--- src/rtl/lpwake_ctrl.sv ---
module lpwake_ctrl #(
  parameter int N_SRC = 4,
  parameter int CFG_W = 8,
  parameter logic [CFG_W-1:0] CFG_DEF = 8'hA5,
  parameter int CNT_W = 16,
  parameter int RST_CYC = 4
) (
  input  logic             clk,
  input  logic             rst_n,
  input  logic             sleep_req,
  input  logic             rtc_hold,
  input  logic             lock_clr,
  input  logic [N_SRC-1:0] ie_wdata,
  input  logic             ie_we,
  input  logic [CFG_W-1:0] cfg_wdata,
  input  logic             cfg_we,
  input  logic [N_SRC-1:0] evt_in,
  input  logic [N_SRC-1:0] flag_clr,
  input  logic             wake_pin,
  input  logic             tick,
  output logic             lock,
  output logic             bor_req,
  output logic             clk_gate_en,
  output logic             osc_en,
  output logic [N_SRC-1:0] ie_q,
  output logic [N_SRC-1:0] flag_q,
  output logic [CFG_W-1:0] cfg_q,
  output logic [CNT_W-1:0] count_q
);
  localparam int RC_W = $clog2(RST_CYC + 1);

  typedef enum logic [1:0] {ST_ACT, ST_SLP, ST_WRST} st_t;

  st_t             st_q;
  logic [RC_W-1:0] rc_q;
  logic            pin_d;
  logic [N_SRC-1:0] flag_d;

  wire active   = (st_q == ST_ACT);
  wire enter    = active & sleep_req & ~lock;
  wire pin_edge = wake_pin & ~pin_d;
  wire wake     = (st_q == ST_SLP) & ((|(flag_q & ie_q)) | pin_edge);

  assign bor_req     = (st_q == ST_WRST);
  assign clk_gate_en = (st_q != ST_SLP);
  assign osc_en      = (st_q != ST_SLP) | ~rtc_hold;

  always_comb begin
    flag_d = enter ? (flag_q & ie_q) : flag_q;
    flag_d = (flag_d & ~flag_clr) | evt_in;
  end

  always_ff @(posedge clk or negedge rst_n) begin
    if (!rst_n) begin
      st_q <= ST_ACT;
      rc_q <= '0;
    end else begin
      case (st_q)
        ST_ACT:  if (enter) st_q <= ST_SLP;
        ST_SLP:  if (wake) begin
                   st_q <= ST_WRST;
                   rc_q <= RC_W'(RST_CYC - 1);
                 end
        ST_WRST: if (rc_q == '0) st_q <= ST_ACT;
                 else rc_q <= rc_q - 1'b1;
        default: st_q <= ST_ACT;
      endcase
    end
  end

  always_ff @(posedge clk or negedge rst_n) begin
    if (!rst_n) begin
      lock    <= 1'b0;
      pin_d   <= 1'b0;
      ie_q    <= '0;
      flag_q  <= '0;
      cfg_q   <= CFG_DEF;
      count_q <= '0;
    end else begin
      pin_d  <= wake_pin;
      flag_q <= flag_d;
      if (enter) lock <= 1'b1;
      else if (active && lock_clr) lock <= 1'b0;
      if (ie_we && active && !lock) ie_q <= ie_wdata;
      if (wake) cfg_q <= CFG_DEF;
      else if (cfg_we && active) cfg_q <= cfg_wdata;
      if (tick && !rtc_hold) count_q <= count_q + 1'b1;
    end
  end
endmodule


--- config.mk ---
export PLATFORM = sky130hd
export DESIGN_NAME = lpwake_ctrl
export DESIGN_NICKNAME = d
export VERILOG_FILES = /design/src/rtl/lpwake_ctrl.sv
export SDC_FILE = /design/constraint.sdc
export NUM_CORES = 1
export LEC_CHECK = 0
export BUFFER_PORTS_ARGS = -buffer_cell sky130_fd_sc_hd__buf_2
export CORE_MARGIN = 1.5
export CORE_UTILIZATION = 49
export DETAILED_ROUTE_END_ITERATION = 8
export GPL_TIMING_DRIVEN = 1
export PLACE_DENSITY = 0.79
export SYNTH_ARGS = -nofsm -noshare
export SYNTH_HDL_FRONTEND = slang
export SYNTH_SLANG_ARGS = --single-unit
--- constraint.sdc ---
create_clock -name clk -period 1.75 [get_ports clk]
set_input_delay 0.175 -clock clk [delete_from_list [all_inputs] [get_ports clk]]
set_output_delay 0.175 -clock clk [all_outputs]
set_load 0.02 [all_outputs]
Yosys cells after proc, flatten, opt, wreduce, memory -nomap -nowiden
Cells that the tools add are included.
- register bits: 39
- output and inout bits: 36
- logic and storage cells: 57
- add/sub/neg operators: 2
- eq/ne operators: 7
- muxes and demuxes: 12
- bitwise gates (word level): 13
- reductions and logical operators: 15
- operator list (kind ; count):
    adder 16 x 1 -> 16 bit (second input constant) ; 1
    2-to-1 mux 8 bit ; 2
    AND 4 bit ; 2
    2-to-1 mux 2 bit ; 3
    2-to-1 mux 3 bit ; 2
    inequality test 2 x 1 -> 1 bit (second input constant) ; 3
    case mux 2 bit (3 select lines) ; 1
    case mux 3 bit (2 select lines) ; 1
    AND reduction 3 bit ; 2
    nonzero test 2 bit ; 3
    logical AND 1 bit ; 5
    AND 1 bit ; 4
    2-to-1 mux 4 bit ; 1
    inequality test 2 bit (second input constant) ; 2
    NOT 4 bit ; 1
    bitwise OR 4 bit ; 1
    OR reduction 4 bit ; 1
    zero test 3 bit ; 1
    NOT 1 bit ; 3
    subtractor 3 x 1 -> 3 bit (second input constant) ; 1
    equality test 2 x 1 -> 1 bit (second input constant) ; 1
    equality test 2 bit (second input constant) ; 1
    zero test 1 bit ; 2
    zero test 2 bit ; 1
    2 further kinds ; 4

Longest topological paths before layout
- depth after elaboration: 6
- gate-level depth with buffers: 6

Least setup slack after synthesis
OpenSTA, ideal clock, no wires.
- path type: reg2reg
- from: reg count_q[0]
- to: reg count_q[14]
- setup time: 0.129 ns
- arrival: 1.377 ns
- data required time: 1.621 ns
- setup slack: 0.243 ns
- stages on the path, launching flop included: 6
- clock period less this slack: 1.507 ns
- cell sequence: dfrtp_1 ha_1 nand3b_1 nor2_1 nand4_1 xnor2_1
- longest elaborated chain between the ends: 1
- RTL lines (what ; RTL line ; text):
    start, declared ; 28 ; output logic [CNT_W-1:0] count_q
    start signal, assigned ; 87 ; if (tick && !rtc_hold) count_q <= count_q + 1'b1;
    adder 16 x 1 -> 16 bit ; 87 ;
No other way between the ends.
A chain may end at the register's enable or synchronous reset.

Final worst setup path
- from: reg flag_q[0]
- to: reg st_q[1]
- longest elaborated chain between the ends: 6
- RTL lines (what ; RTL line ; text):
    start, declared ; 26 ; output logic [N_SRC-1:0] flag_q,
    start signal, assigned ; 81 ; flag_q <= flag_d;
    AND 4 bit ; 42 ; wire wake = (st_q == ST_SLP) & ((|(flag_q & ie_q)) | pin_edge);
    OR reduction 4 bit ; 42 ;
    bitwise OR 1 bit ; 42 ;
    AND 1 bit ; 42 ;
    inequality test 2 bit (no source line) ; - ;
    AND reduction 3 bit (no source line) ; - ;
    end signal, assigned ; 55 ; st_q <= ST_ACT;
    end signal, assigned ; 59 ; ST_ACT: if (enter) st_q <= ST_SLP;
    end signal, assigned ; 61 ; st_q <= ST_WRST;
    end, declared ; 34 ; st_t st_q;
No other way between the ends.

==> summary.md <==
| Metric | Value |
|---|---|
| Status | finished, final reports clean |
| Slew @ Worst Pin | 0.466 ns |
| Top cell type's share of synthesized area | 0.492 |
| Mapped Cells | 159 |
| Placer Congestion | 0.762 |
| Initial antenna violation count | 0 |
| Setup tns final | 0 ns |
| Clock Skews | 0.00722 ns |
| Die width | approximately 63 um |
| CP Launch Type | register |
| Fmax | 657 MHz |
| Num CTS Buffers | 5 |
| Critical Path Fanout Max | 7 |
| Detailed placement HPWL | 2730 um |
| Clk_lat worst skew | 0.35 ns |
| Clock slew at reported path FFs | 0.11 ns |
| HP Start | evt_in[2] |
| Share of cells above drive strength 1 | 0.394 |
| Overflow after GRT | 0 |
| RSZ-0062 raised after global routing | no |
| Diodes inserted | 0 |
| Syn avg cell area | 11.2 um2 |
| Worst-case clock buffer depth | 2 |
| Post-synth cell types | 38 |
| Max-slew headroom | 0.690 |
| Hold endpoint | flag_q[2]$_DFF_PN0_ |
| Max-Cap Viols | 0 |
| Cts hold-fix bufs | 4 |
| Die Y | ~63 um |
| CTS resizes | 0 |
| Initial core utilization | 0.521 |
| Clock power share | 0.152 |
| Port bufs | 64 |
| Finished Cell Area | 2280 um2 |
| Combinational share of power | 0.405 |
| WS Path Type | reg -> reg |
| Final setup vio count | 0 |
| Leak | 1.15 nW |
| Net switching power | 0.00140 W |
| Reg2reg end | st_q[1]$_DFFE_PN0P_ |
| Cell area after synthesis | roughly 1800 um2 |
| Via count | between 1000 and 1500 |
| Remaining DRCs | 0 |
| Boundary pin count | 65 |
| Nets | 267 |
| Hold WC Path Type | in -> reg |
| Initial DRC count | 65 |
| Setup bufs post-CTS | 0 |
| Core Rows | 21 |
| Synth area leader | dfrtp_1 |
| Most frequent cells in the layout | 64 x buf_2, 35 x dfrtp_1, 28 x nand2_1, 9 x xnor2_1, 8 x nand3_1 |
| Area of the core | 3420 um2 |
| Top post-synthesis cells by area | dfrtp_1 49%, dfstp_2 5.9%, nand2_1 5.9% |
| Slew Viols, Final | 0 |
| Net count after synthesis | 191 |
| Vias in the first global route | 1321 |
| Yosys reg bits | 39 |
| Worst reg2reg path startpoint | flag_q[0]$_DFF_PN0_ |
| GRT Total Usage | 0.205 |
| H-tree depth | 2 |
| CTS tree | done |
| Pwr dens | around 1500 nW/um2 |
| Critical path required time | 2.00 ns |
| Arr. time, crit path | 1.77 ns |
| Dpl ws | 0.249 ns |
| Hold Path Stages | 2 |
| First-pass GRT wire length | 6120 um |
| Pwr Total | 0.00340 W |
| Post-synthesis sequential area ratio | 0.551 |
| Worst Reg-to-Reg Cells | 3 |
| Largest net degree at the start of global routing | 40 |
| Share of power burned in registers | 0.443 |
| Fin crit share | 0.869 |
| VDD IR max | just over 0.0009 V |
| Int Power | roughly 0.0020 W |
| Synth-to-layout area growth | 28.0% |
| Fin worst setup slack | 0.229 ns |
| Die area | between 4000 and 5000 um2 |
| CTS Root Cell | clkbuf_4 |
| Routed Antenna Nets | 0 |
| Final min period | 1.52 ns |
| Final hold violations | 0 |
| FF-to-FF setup slack | around 0.23 ns |
| Post-Route WL | 3670 um |
| Placed cell area | 2160 um2 |
| Switching part of the total | 0.411 |
| Clk sink count | 39 |
| Via density | 5.11 |
| Drt first pass iters | 4 |
| Routed length per instance | between 10 and 15 um |
| Most common cell after layout, fill and taps aside | buf_2 |
| Layout fillers | 277 |
| Worst setup EP type | register |
| Warnings, synthesis | 0 |
[power groups by stage]
stage	sequential, W	clock [W]	combinational (W)
global placement	0.00150	0	0.00135
finish	0.00151	0.000518	0.00138
global route	0.00155	0.000580	0.00151
floorplan	0.00176	0	0.000675
CTS	0.00150	0.000533	0.00139
detailed placement	0.00152	0	0.00138
[area by class of cell]
| type | instances | area [um2] | share of cell area |
|---|---|---|---|
| Sequential cell | 39 | 981 | 0.430 |
| Inverter | 5 | 18.8 | 0.00823 |
| Timing Repair Buffer | 70 | 378 | 0.166 |
| Tap cell | 46 | 57.6 | 0.0252 |
| Clock buffer | 8 | 68.8 | 0.0302 |
| Multi-Input combinational cell | 114 | 776 | 0.340 |
[critical path: stages (launching register included)]
cell and delay (ns):
dfrtp_1 0.41, a222oi_1 0.47, a31oi_2 0.27, or2_1 0.27
[Yosys cell counts, drive strengths merged]
cell    number
nand2       28
o22a         1
nand4        5
nand3        9
nor3         4
a21oi        6
or2          1
nor2         5
or3          1
buf          1
nor4b        1
inv          5
xor2         6
a31oi        1
and2b        2
nand3b       2
mux2         5
o21ai        6
o211ai       1
dfstp        4
nand4b       1
nor2b        7
dfrtp       35
and4         1
xnor2        9
and3         1
a222oi       1
nor4         1
ha           3
nand2b       5
and2         1
[stage by stage]
| stage | utilization | hold slack [ns] | instances |
|---|---|---|---|
| after global routing | 0.667 | 0.00135 | 282 |
| final | 0.667 | 0.0195 | 282 |
| after global placement | 0.633 | 0.249 | 269 |
| after floorplan | - | -0.121 | 159 |
| after detailed placement | 0.633 | 0.251 | 269 |
| after CTS | 0.664 | 0.00866 | 281 |
[kinds of logic after synthesis]
family | share of synthesized area
fa+ha+maj | 0.0211
mux | 0.0316
buf+inv | 0.0133
simple gates | 0.249
xor+xnor | 0.0738
flops | 0.551
compound gates | 0.0597
[how the worst max path moves through the flow]
| stage | start | to | slack (ns) | cells past startpoint |
|---|---|---|---|---|
| floorplan | count_q[0]$_DFFE_PN0P_ | count_q[14]$_DFFE_PN0P_ | 0.24 | 5 |
| global placement | ie_q[0]$_DFFE_PN0P_ | st_q[1]$_DFFE_PN0P_ | 0.28 | 3 |
| detailed placement | ie_q[0]$_DFFE_PN0P_ | st_q[1]$_DFFE_PN0P_ | 0.25 | 3 |
| CTS | flag_q[0]$_DFF_PN0_ | st_q[1]$_DFFE_PN0P_ | 0.21 | 3 |
| global route | count_q[0]$_DFFE_PN0P_ | count_q[12]$_DFFE_PN0P_ | 0.13 | 5 |
| finish | flag_q[0]$_DFF_PN0_ | st_q[1]$_DFFE_PN0P_ | 0.23 | 3 |
[layer usage]
layer	vias to the layer above	share of wire	routed length (um)	GRT usage
met3	6	0.096	351	0.0911
met5	-	0	0	0
met4	0	0.016	59	0.0815
met2	66	0.47	1710	0.324
met1	678	0.42	1540	0.246
li1	691	-	-	-
[sequential cells by signal, summed over array words and instances, names as in the netlist]
register and count:
cfg_q 8, count_q 16, flag_q 4, ie_q 4
lock 1, pin_d 1, rc_q 3, st_q 2
(Power assumes the default switching activity.)
